$ cat src/rtl/rtc_trim_pkg.sv
package rtc_trim_pkg;

   typedef enum logic [1:0] {
      WIN_LONG  = 2'd0,
      WIN_MID   = 2'd1,
      WIN_SHORT = 2'd2
   } win_e;

   function automatic win_e win_decode(input logic sel_short, input logic sel_mid);
      if (sel_short)    return WIN_SHORT;
      else if (sel_mid) return WIN_MID;
      else              return WIN_LONG;
   endfunction

   // number of bits the full counter range is shortened by
   function automatic int unsigned win_shrink(input win_e w);
      case (w)
         WIN_SHORT: return 2;
         WIN_MID:   return 1;
         default:   return 0;
      endcase
   endfunction

endpackage

$ cat src/rtl/rtc_trim_window.sv
module rtc_trim_window
   import rtc_trim_pkg::*;
#(
   parameter int CNT_W  = 20,
   parameter int MASK_W = 9
) (
   input  logic              clk,
   input  logic              rst_n,
   input  logic              tick,
   input  logic              we,
   input  logic              new_add,
   input  logic [MASK_W-1:0] new_mask,
   input  win_e              new_win,
   output logic              act_add,
   output logic [MASK_W-1:0] act_mask,
   output win_e              act_win,
   output logic [CNT_W-1:0]  cnt,
   output logic              at_last,
   output logic              busy
);

   logic              pend_add;
   logic [MASK_W-1:0] pend_mask;
   win_e              pend_win;
   logic [CNT_W-1:0]  lim;
   logic              boundary;

   assign lim      = {CNT_W{1'b1}} >> win_shrink(act_win);
   assign at_last  = (cnt == lim);
   assign boundary = tick & at_last;

   always_ff @(posedge clk or negedge rst_n) begin
      if (!rst_n) begin
         cnt       <= '0;
         act_add   <= 1'b0;
         act_mask  <= '0;
         act_win   <= WIN_LONG;
         pend_add  <= 1'b0;
         pend_mask <= '0;
         pend_win  <= WIN_LONG;
         busy      <= 1'b0;
      end else begin
         if (tick) cnt <= boundary ? '0 : cnt + 1'b1;
         if (boundary) begin
            act_add  <= pend_add;
            act_mask <= pend_mask;
            act_win  <= pend_win;
         end
         if (we) begin
            pend_add  <= new_add;
            pend_mask <= new_mask;
            pend_win  <= new_win;
            busy      <= 1'b1;
         end else if (boundary) begin
            busy <= 1'b0;
         end
      end
   end


   wrap_chk: assert property (@(posedge clk) disable iff (!rst_n)
      (tick && at_last) |=> (cnt == '0));

   busy_set_chk: assert property (@(posedge clk) disable iff (!rst_n)
      we |=> busy);

   busy_fall_chk: assert property (@(posedge clk) disable iff (!rst_n)
      $fell(busy) |-> $past(tick && at_last));

endmodule

$ cat src/rtl/rtc_trim_spread.sv
module rtc_trim_spread
   import rtc_trim_pkg::*;
#(
   parameter int CNT_W  = 20,
   parameter int MASK_W = 9
) (
   input  logic [CNT_W-1:0]  cnt,
   input  win_e              act_win,
   input  logic              act_add,
   input  logic [MASK_W-1:0] act_mask,
   output logic              fire,
   output logic              ins_mode
);

   localparam int N_W = MASK_W + 1;
   localparam logic [N_W-1:0] FULL = N_W'(1) << MASK_W;

   logic [CNT_W-1:0]  shifted;
   logic [CNT_W-1:0]  low_mask;
   logic [MASK_W-1:0] slot;
   logic [MASK_W-1:0] rev;
   logic [N_W-1:0]    n_evt;
   int unsigned       sh;

   assign sh       = CNT_W - win_shrink(act_win) - MASK_W;
   assign shifted  = cnt >> sh;
   assign slot     = shifted[MASK_W-1:0];
   assign low_mask = ~({CNT_W{1'b1}} << sh);

   for (genvar gi = 0; gi < MASK_W; gi++) begin : g_rev
      assign rev[gi] = slot[MASK_W-1-gi];
   end

   assign ins_mode = act_add;
   assign n_evt    = act_add ? (FULL - N_W'(act_mask)) : N_W'(act_mask);
   assign fire     = ((cnt & low_mask) == '0) && (N_W'(rev) < n_evt);

endmodule

$ cat src/rtl/rtc_trim_gate.sv
module rtc_trim_gate (
   input  logic clk,
   input  logic rst_n,
   input  logic tick,
   input  logic fire,
   input  logic ins_mode,
   output logic tick_out
);

   logic ins_pend;
   logic drop;

   assign drop = fire & ~ins_mode;

   always_ff @(posedge clk or negedge rst_n) begin
      if (!rst_n) begin
         tick_out <= 1'b0;
         ins_pend <= 1'b0;
      end else begin
         tick_out <= (tick & ~drop) | ins_pend;
         ins_pend <= tick & fire & ins_mode;
      end
   end


   ins_follow_chk: assert property (@(posedge clk) disable iff (!rst_n)
      ins_pend |=> tick_out);

   drop_chk: assert property (@(posedge clk) disable iff (!rst_n)
      (tick && fire && !ins_mode) |=> !tick_out);

   out_src_chk: assert property (@(posedge clk) disable iff (!rst_n)
      $rose(tick_out) |-> $past(tick));

endmodule

$ cat src/rtl/rtc_smooth_trim.sv
module rtc_smooth_trim
   import rtc_trim_pkg::*;
#(
   parameter int CNT_W  = 20,
   parameter int MASK_W = 9
) (
   input  logic              clk,
   input  logic              rst_n,
   input  logic              tick_in,
   input  logic              cfg_we,
   input  logic              cfg_add,
   input  logic [MASK_W-1:0] cfg_mask,
   input  logic              cfg_sel_short,
   input  logic              cfg_sel_mid,
   output logic              tick_out,
   output logic              busy
);

   if (CNT_W - 2 < MASK_W) begin : g_bad_cfg
      initial $error("CNT_W must be at least MASK_W + 2");
   end
   if (MASK_W < 1) begin : g_bad_mask
      initial $error("MASK_W must be positive");
   end

   logic              act_add;
   logic [MASK_W-1:0] act_mask;
   win_e              act_win;
   logic [CNT_W-1:0]  cnt;
   logic              at_last;
   logic              fire;
   logic              ins_mode;

   rtc_trim_window #(.CNT_W(CNT_W), .MASK_W(MASK_W)) u_win (
      .clk      (clk),
      .rst_n    (rst_n),
      .tick     (tick_in),
      .we       (cfg_we),
      .new_add  (cfg_add),
      .new_mask (cfg_mask),
      .new_win  (win_decode(cfg_sel_short, cfg_sel_mid)),
      .act_add  (act_add),
      .act_mask (act_mask),
      .act_win  (act_win),
      .cnt      (cnt),
      .at_last  (at_last),
      .busy     (busy)
   );

   rtc_trim_spread #(.CNT_W(CNT_W), .MASK_W(MASK_W)) u_spread (
      .cnt      (cnt),
      .act_win  (act_win),
      .act_add  (act_add),
      .act_mask (act_mask),
      .fire     (fire),
      .ins_mode (ins_mode)
   );

   rtc_trim_gate u_gate (
      .clk      (clk),
      .rst_n    (rst_n),
      .tick     (tick_in),
      .fire     (fire),
      .ins_mode (ins_mode),
      .tick_out (tick_out)
   );


   pass_chk: assert property (@(posedge clk) disable iff (!rst_n)
      (!act_add && act_mask == '0 && !fire) |=> (tick_out == $past(tick_in)));

endmodule

$ cat config.mk
export PLATFORM = sky130hd
export DESIGN_NAME = rtc_smooth_trim
export DESIGN_NICKNAME = d
export VERILOG_FILES = /design/src/rtl/rtc_trim_pkg.sv /design/src/rtl/rtc_trim_window.sv /design/src/rtl/rtc_trim_spread.sv /design/src/rtl/rtc_trim_gate.sv /design/src/rtl/rtc_smooth_trim.sv
export SDC_FILE = /design/constraint.sdc
export NUM_CORES = 1
export LEC_CHECK = 0
export BUFFER_PORTS_ARGS = -buffer_cell sky130_fd_sc_hd__buf_2
export CORE_ASPECT_RATIO = 0.9
export CORE_MARGIN = 3
export CORE_UTILIZATION = 60
export DETAILED_ROUTE_END_ITERATION = 8
export PLACE_DENSITY = 0.88
export SKIP_CTS_REPAIR_TIMING = 1
export SLEW_MARGIN = 20
export SYNTH_ARGS = -nofsm -noshare
export SYNTH_HDL_FRONTEND = slang
export SYNTH_SLANG_ARGS = --single-unit
$ cat constraint.sdc
create_clock -name clk -period 3.1 [get_ports clk]
set_clock_uncertainty 0.05 [all_clocks]
set_input_delay 0.62 -clock clk [delete_from_list [all_inputs] [get_ports clk]]
set_output_delay 0.62 -clock clk [all_outputs]
set_load 0.02 [all_outputs]
* Yosys cells after proc, flatten, opt, wreduce, memory -nomap -nowiden
Index checks and enable logic that the tools add are counted.
** Cells by class
- $add $sub $neg :: 4
- Magnitude comparators :: 1
- Eq/ne operators :: 3
- Shift-type cells :: 3
- Multiplexer cells :: 7
- Bitwise gates (word level) :: 10
- Reduce and logical (&&, ||, !) cells :: 3
** Operators by type and width (count)
- << shifter 20 x 32 -> 20 bit (first input constant) :: 1
- >> shifter 20 x 32 -> 20 bit (first input constant) :: 1
- >> shifter 20 x 32 -> 9 bit :: 1
- subtractor 32 x 4 -> 32 bit (second input constant) :: 1
- adder 20 x 1 -> 20 bit (second input constant) :: 1
- AND 20 bit :: 1
- == test 20 bit :: 1
- logical NOT 20 bit :: 1
- 2-to-1 mux 20 bit :: 1
- NOT 20 bit :: 1
- less-than comparator 9 x 10 -> 1 bit :: 1
- 2-to-1 mux 10 bit :: 1
- subtractor 10 x 9 -> 10 bit (first input constant) :: 1
- subtractor 5 x 2 -> 6 bit (first input constant) :: 1
- AND 1 bit :: 5
- case mux 2 bit (2 select lines) :: 1
- 2-to-1 mux 1 bit :: 3
- == test 2 x 1 -> 1 bit (second input constant) :: 1
- == test 2 bit (second input constant) :: 1
- 2-to-1 mux 2 bit :: 1
- NOT 1 bit :: 2
- nonzero test 2 bit :: 1
- logical AND 1 bit :: 1
- OR 1 bit :: 1
** Word-level totals
- Register bits after elaboration :: 47
- Input bits :: 16
- Output and inout bits :: 2
- Word-level logic and storage cells :: 41

* Depth between registers and ports, before layout
- Word-level depth :: 13
- Mapped depth :: 12
- Gate-level depth less buffers :: 11

* By module
A second synthesis with hierarchy kept.
** Unflattened totals
- Cell total of the unflattened synthesis :: 237
- Area, all modules :: 2837.7 um^2
** Modules (own cells, without submodules)
- rtc_trim_window :: instances 1, cells an instance 155, area an instance 2060.7 um^2, sequential area each 1126.1 um^2
- rtc_trim_spread :: instances 1, cells an instance 76, area an instance 691.9 um^2, sequential area each 0.0 um^2
- rtc_trim_gate :: instances 1, cells an instance 5, area an instance 71.3 um^2, sequential area each 50.0 um^2
- rtc_smooth_trim :: instances 1, cells an instance 1, area an instance 13.8 um^2, sequential area each 0.0 um^2

* Worst setup path before layout
OpenSTA, ideal clock, no wires.
- Path type :: register to register
- Start :: register u_win.act_win[1]
- End :: register u_gate.tick_out
- Setup time :: 0.129 ns
- Data arrival time :: 2.485 ns
- Required time :: 2.921 ns
- Path slack :: 0.435 ns
- Cell stages (with the launch flop) :: 10
- Buffers on the path :: 1
- Period minus slack after synthesis :: 2.665 ns
- Path through :: dfrtp_1 > inv_1 > ha_1 > buf_1 > mux4_1 > ha_1 > a21o_1 > a21oi_1 > nor4b_1 > a21oi_1
** On the way
- Cells in the longest elaborated chain, start to end :: 13
- Elaborated cells on any way between the ends :: 16
- Those cells by class :: add/sub: 2; order compare: 1; eq/ne: 2; shift: 2; mux: 1; bitwise: 6; reduce/logical: 2
** Ends and longest elaborated chain
- from (decl) :: RTL line rtc_trim_window.sv:16 : output win_e act_win,
- from (signal assigned) :: RTL line rtc_trim_window.sv:47 : act_win <= pend_win;
- == test 2 x 1 -> 1 bit or == test 2 bit (tied branches) :: RTL line rtc_trim_pkg.sv:17 : case (w)
- case mux 2 bit (2 select lines) * :: RTL line rtc_trim_pkg.sv:17
- subtractor 5 x 2 -> 6 bit * :: RTL line rtc_trim_spread.sv:25 : assign sh = CNT_W - win_shrink(act_win) - MASK_W;
- subtractor 32 x 4 -> 32 bit * :: RTL line rtc_trim_spread.sv:25
- parallel branches: the longest is 4 deep, another holds less-than comparator 9 x 10 -> 1 bit
- logical AND 1 bit * :: RTL line rtc_trim_spread.sv:36 : assign fire = ((cnt & low_mask) == '0) && (N_W'(rev) < n_evt);
- AND 1 bit * :: RTL line rtc_trim_gate.sv:13 : assign drop = fire & ~ins_mode;
- NOT 1 bit * :: RTL line rtc_trim_gate.sv:20 : tick_out <= (tick & ~drop) | ins_pend;
- AND 1 bit * :: RTL line rtc_trim_gate.sv:20
- OR 1 bit * :: RTL line rtc_trim_gate.sv:20
- to (signal assigned) :: RTL line rtc_trim_gate.sv:20
- to (decl) :: RTL line rtc_trim_gate.sv:7 : output logic tick_out
Every way passes the cells marked *.
A chain may end at the register's enable or synchronous reset.

* Final worst setup path
Ends and elaborated chain as after synthesis.

==> key figures <==
Setup path
  – Crit. Startpoint: u_win.act_win[1]
  – CP max stage cell: mux4_1
  – Reg2Reg Setup Slack: 0.28 ns
  – Worst EP required: 3.23 ns
  – Reg-to-Reg End: u_gate.tick_out
  – CP max FO: 12
  – Slowest stage delay, CP: 0.64 ns
  – Worst Setup End Kind: flip-flop
  – Reg2Reg Depth: 8
  – CP arrival: 2.95 ns
  – Setup CP Type: reg2reg
  – R2R Path Start: u_win.act_win[1]
  – CP Launch Type: flip-flop
  – Crit-path cells: inv_1 > ha_1 > mux4_1 > ha_1 > a21o_1 > a21oi_1 > nor4b_1 > a21oi_1

Synth
  – Synth Cell Area: 2710 um^2
  – Share of the synthesized area in the top cell type: 43.4%
  – Largest family of logic cells by synthesized area: simple AND/OR/NAND/NOR gates
  – Commonest cells in the netlist: dfrtp_1, mux2_2, nand2_1
  – Most frequent cell after synthesis: dfrtp_1
  – Post-synth EDFFs: 0
  – Mux cell area share after synthesis: 15.0%
  – Post-Synth Simple-Gate Area: 16.2%
  – Sequential cell area fraction in the yosys report: 43.4%
  – XOR/XNOR Fraction of Synth Area: 7.75%
  – Post-synthesis cell type count: 48
  – Synth area leader: dfrtp_1
  – Ys async rst share: 100%
  – Synth Area in Compound Gates: roughly 7.2%
  – Yosys Warn Count: 0
  – Predominant post-synthesis flop cell: dfrtp_1
  – Post-Syn Instances: about 240
  – Syn_area_per_cell: 11.1 um^2
  – Synth area leaders: dfrtp_1, mux2_2, ha_1
  – Post-Syn Nets: 275
  – Synthesized flop and latch total: 47
  – Synth Area in Adders: 6.92%

STA
  – Max-slew violation count: 0
  – Slew @ Worst Pin: 0.573 ns
  – Final setup viols: 0
  – Max_slew headroom: around 62%
  – RSZ-0062 raised after global routing: no
  – Fin. Hold Viols: 0
  – Shortest period the worst path allows: 2.82 ns
  – Tcrit/Tclk final: 91.1%
  – Fmax: ~0.35 GHz
  – Setup TNS: 0 ns

CTS
  – Root Driver: clkbuf_8
  – TritonCTS clock tree: yes
  – Skew-Pair Late Insertion Delay: roughly 0.30 ns
  – Clk slew on worst S/H paths: 0.10 ns
  – Inserted Clock Buffers: 5
  – CTS Buffer Depth: 2
  – Clk sinks: 47
  – H-tree Lvls: 2

Final layout
  – Final net count: between 200 and 300
  – Number of fill cells in the layout: 300
  – Final Core Density: 69.3%
  – Area Overhead vs Synth: 7.61%
  – Share of cells above drive strength 1: roughly a quarter
  – Non-Filler Instances: ~320
  – Fin area: 2920 um^2
  – # diodes: 0

Die
  – Total die area: 5360 um^2
  – Core Area: 4210 um^2
  – Initial core utilization: 64.4%
  – IO Pins: 18
  – Chip Height: 69.8 um
  – Die width: 76.9 um
  – Site Rows: 22

Power and ir drop
  – Worst VDD drop: 0.000385 V
  – Pwr/cell area: 420 nW/um^2
  – Lkg Pwr: ~0.0014 uW

Drt
  – Drt pass-1 iters: 4
  – DR WL/cell: 15.4 um
  – DR iter-0 viols: 95
  – Vias per cell: between 5 and 6
  – DRC: 0
  – Antenna violation net count after detailed routing: 0
  – WL final: 4.92 mm
  – DR vias: 1,855

Outcome
  – Status: finished, final reports clean

Placed design
  – Post-DP Area: approximately 2800 um^2
  – RD Place Congestion: 0.843
  – Dpl cells: 311
  – Final HPWL DP: 3.66 mm
  – IO Port Bufs: 17

Global routing
  – Initial antenna violation count: 0
  – GRT Util Overall: 19.9%
  – GRT overflow: 0
  – Largest net degree at the start of global routing: 48
  – First-pass GRT wire length: ~8.6 mm
  – Vias in the first global route: 1,850

Hold path
  – Hold WC Path Type: in2async

Job
  – Max-Cap Viols: 0
## worst max-delay path by stage
stage | endpoint | cells past startpoint | slack, ns
finish | u_gate.tick_out | 8 | 0.28
global route | u_gate.tick_out | 8 | 0.07
CTS | u_gate.tick_out | 8 | 0.28
detailed placement | u_gate.tick_out | 8 | 0.31
global placement | u_gate.tick_out | 8 | 0.40
floorplan | u_gate.tick_out | 9 | 0.44
## cells in the final DEF (no fill, tap or decap), types with 2 or more instances in the layout
master / instances
nand2_1: 19
mux2_2: 25
nor2b_1: 3
buf_2: 16
xor2_1: 10
ha_1: 14
o21ai_0: 8
and3_1: 2
nor4b_2: 2
or4_1: 3
nand4_2: 2
a211oi_1: 2
mux2i_1: 5
nor4b_1: 2
xnor2_1: 14
nand4_1: 5
mux4_1: 2
dfrtp_1: 47
nand3_1: 7
nor2_1: 17
a21oi_1: 8
clkbuf_8: 5
nand2b_1: 2
inv_1: 9
buf_4: 2
or3_1: 4
## power by group
part           leakage, uW  switching, uW  total, uW  internal, uW
logic             0.000701           61.8        122          60.7
clock network    0.0000467            220        387           167
registers         0.000608           55.2        716           661
## state kept, by name, summed over array words and instances (netlist names)
name             count
u_gate.ins_pend      1
u_gate.tick_out      1
u_win.act_add        1
u_win.act_mask       9
u_win.act_win        2
u_win.busy           1
u_win.cnt           20
u_win.pend_add       1
u_win.pend_mask      9
u_win.pend_win       2
## stage by stage
stage / setup slack (ns) / hold slack, ns / power, uW
5_1_grt: 0.0731 / 0.294 / 1290
2_1_floorplan: 0.435 / 0.274 / 797
6_report: 0.277 / 0.256 / 1230
3_3_place_gp: 0.404 / 0.436 / 841
3_5_place_dp: 0.312 / 0.442 / 850
4_1_cts: 0.280 / 0.465 / 1240
## cells by family after synthesis
family	count (synthesis)
AO/OA/AOI/OAI	30
XOR/XNOR	24
adder cells (fa/ha/maj)	15
buffers and inverters	20
flip-flops	47
multiplexers	33
AND/OR/NAND/NOR	75
## worst max-delay path: cells and delay by family, from the launching register on
| kind | cells | cell delay [ns] |
|---|---|---|
| AO/OA/AOI/OAI | 3 | 0.44 |
| adder cells (fa/ha/maj) | 2 | 0.80 |
| buffers and inverters | 1 | 0.10 |
| flip-flops | 1 | 0.42 |
| multiplexers | 1 | 0.64 |
| AND/OR/NAND/NOR | 1 | 0.24 |
## cell type report
class / instances / area, um^2 / area share [%]
Tap cell: 60 / 75.1 / 2.57
Sequential cell: 47 / 1180 / 40.3
Clock buffer: 5 / 68.8 / 2.36
Clock inverter: 3 / 27.5 / 0.943
Inverter: 9 / 33.8 / 1.16
Multi-Input combinational cell: 177 / 1440 / 49.4
Timing Repair Buffer: 18 / 95.1 / 3.26
## per-layer routing
layer | GRT usage [%] | share of wire [%]
met5 | 0 | 0
met4 | 5.23 | 1.3
met3 | 4.94 | 3.7
met2 | 30.9 | 47
met1 | 27.8 | 48
Note: power is estimated with default switching activity, not from simulation.
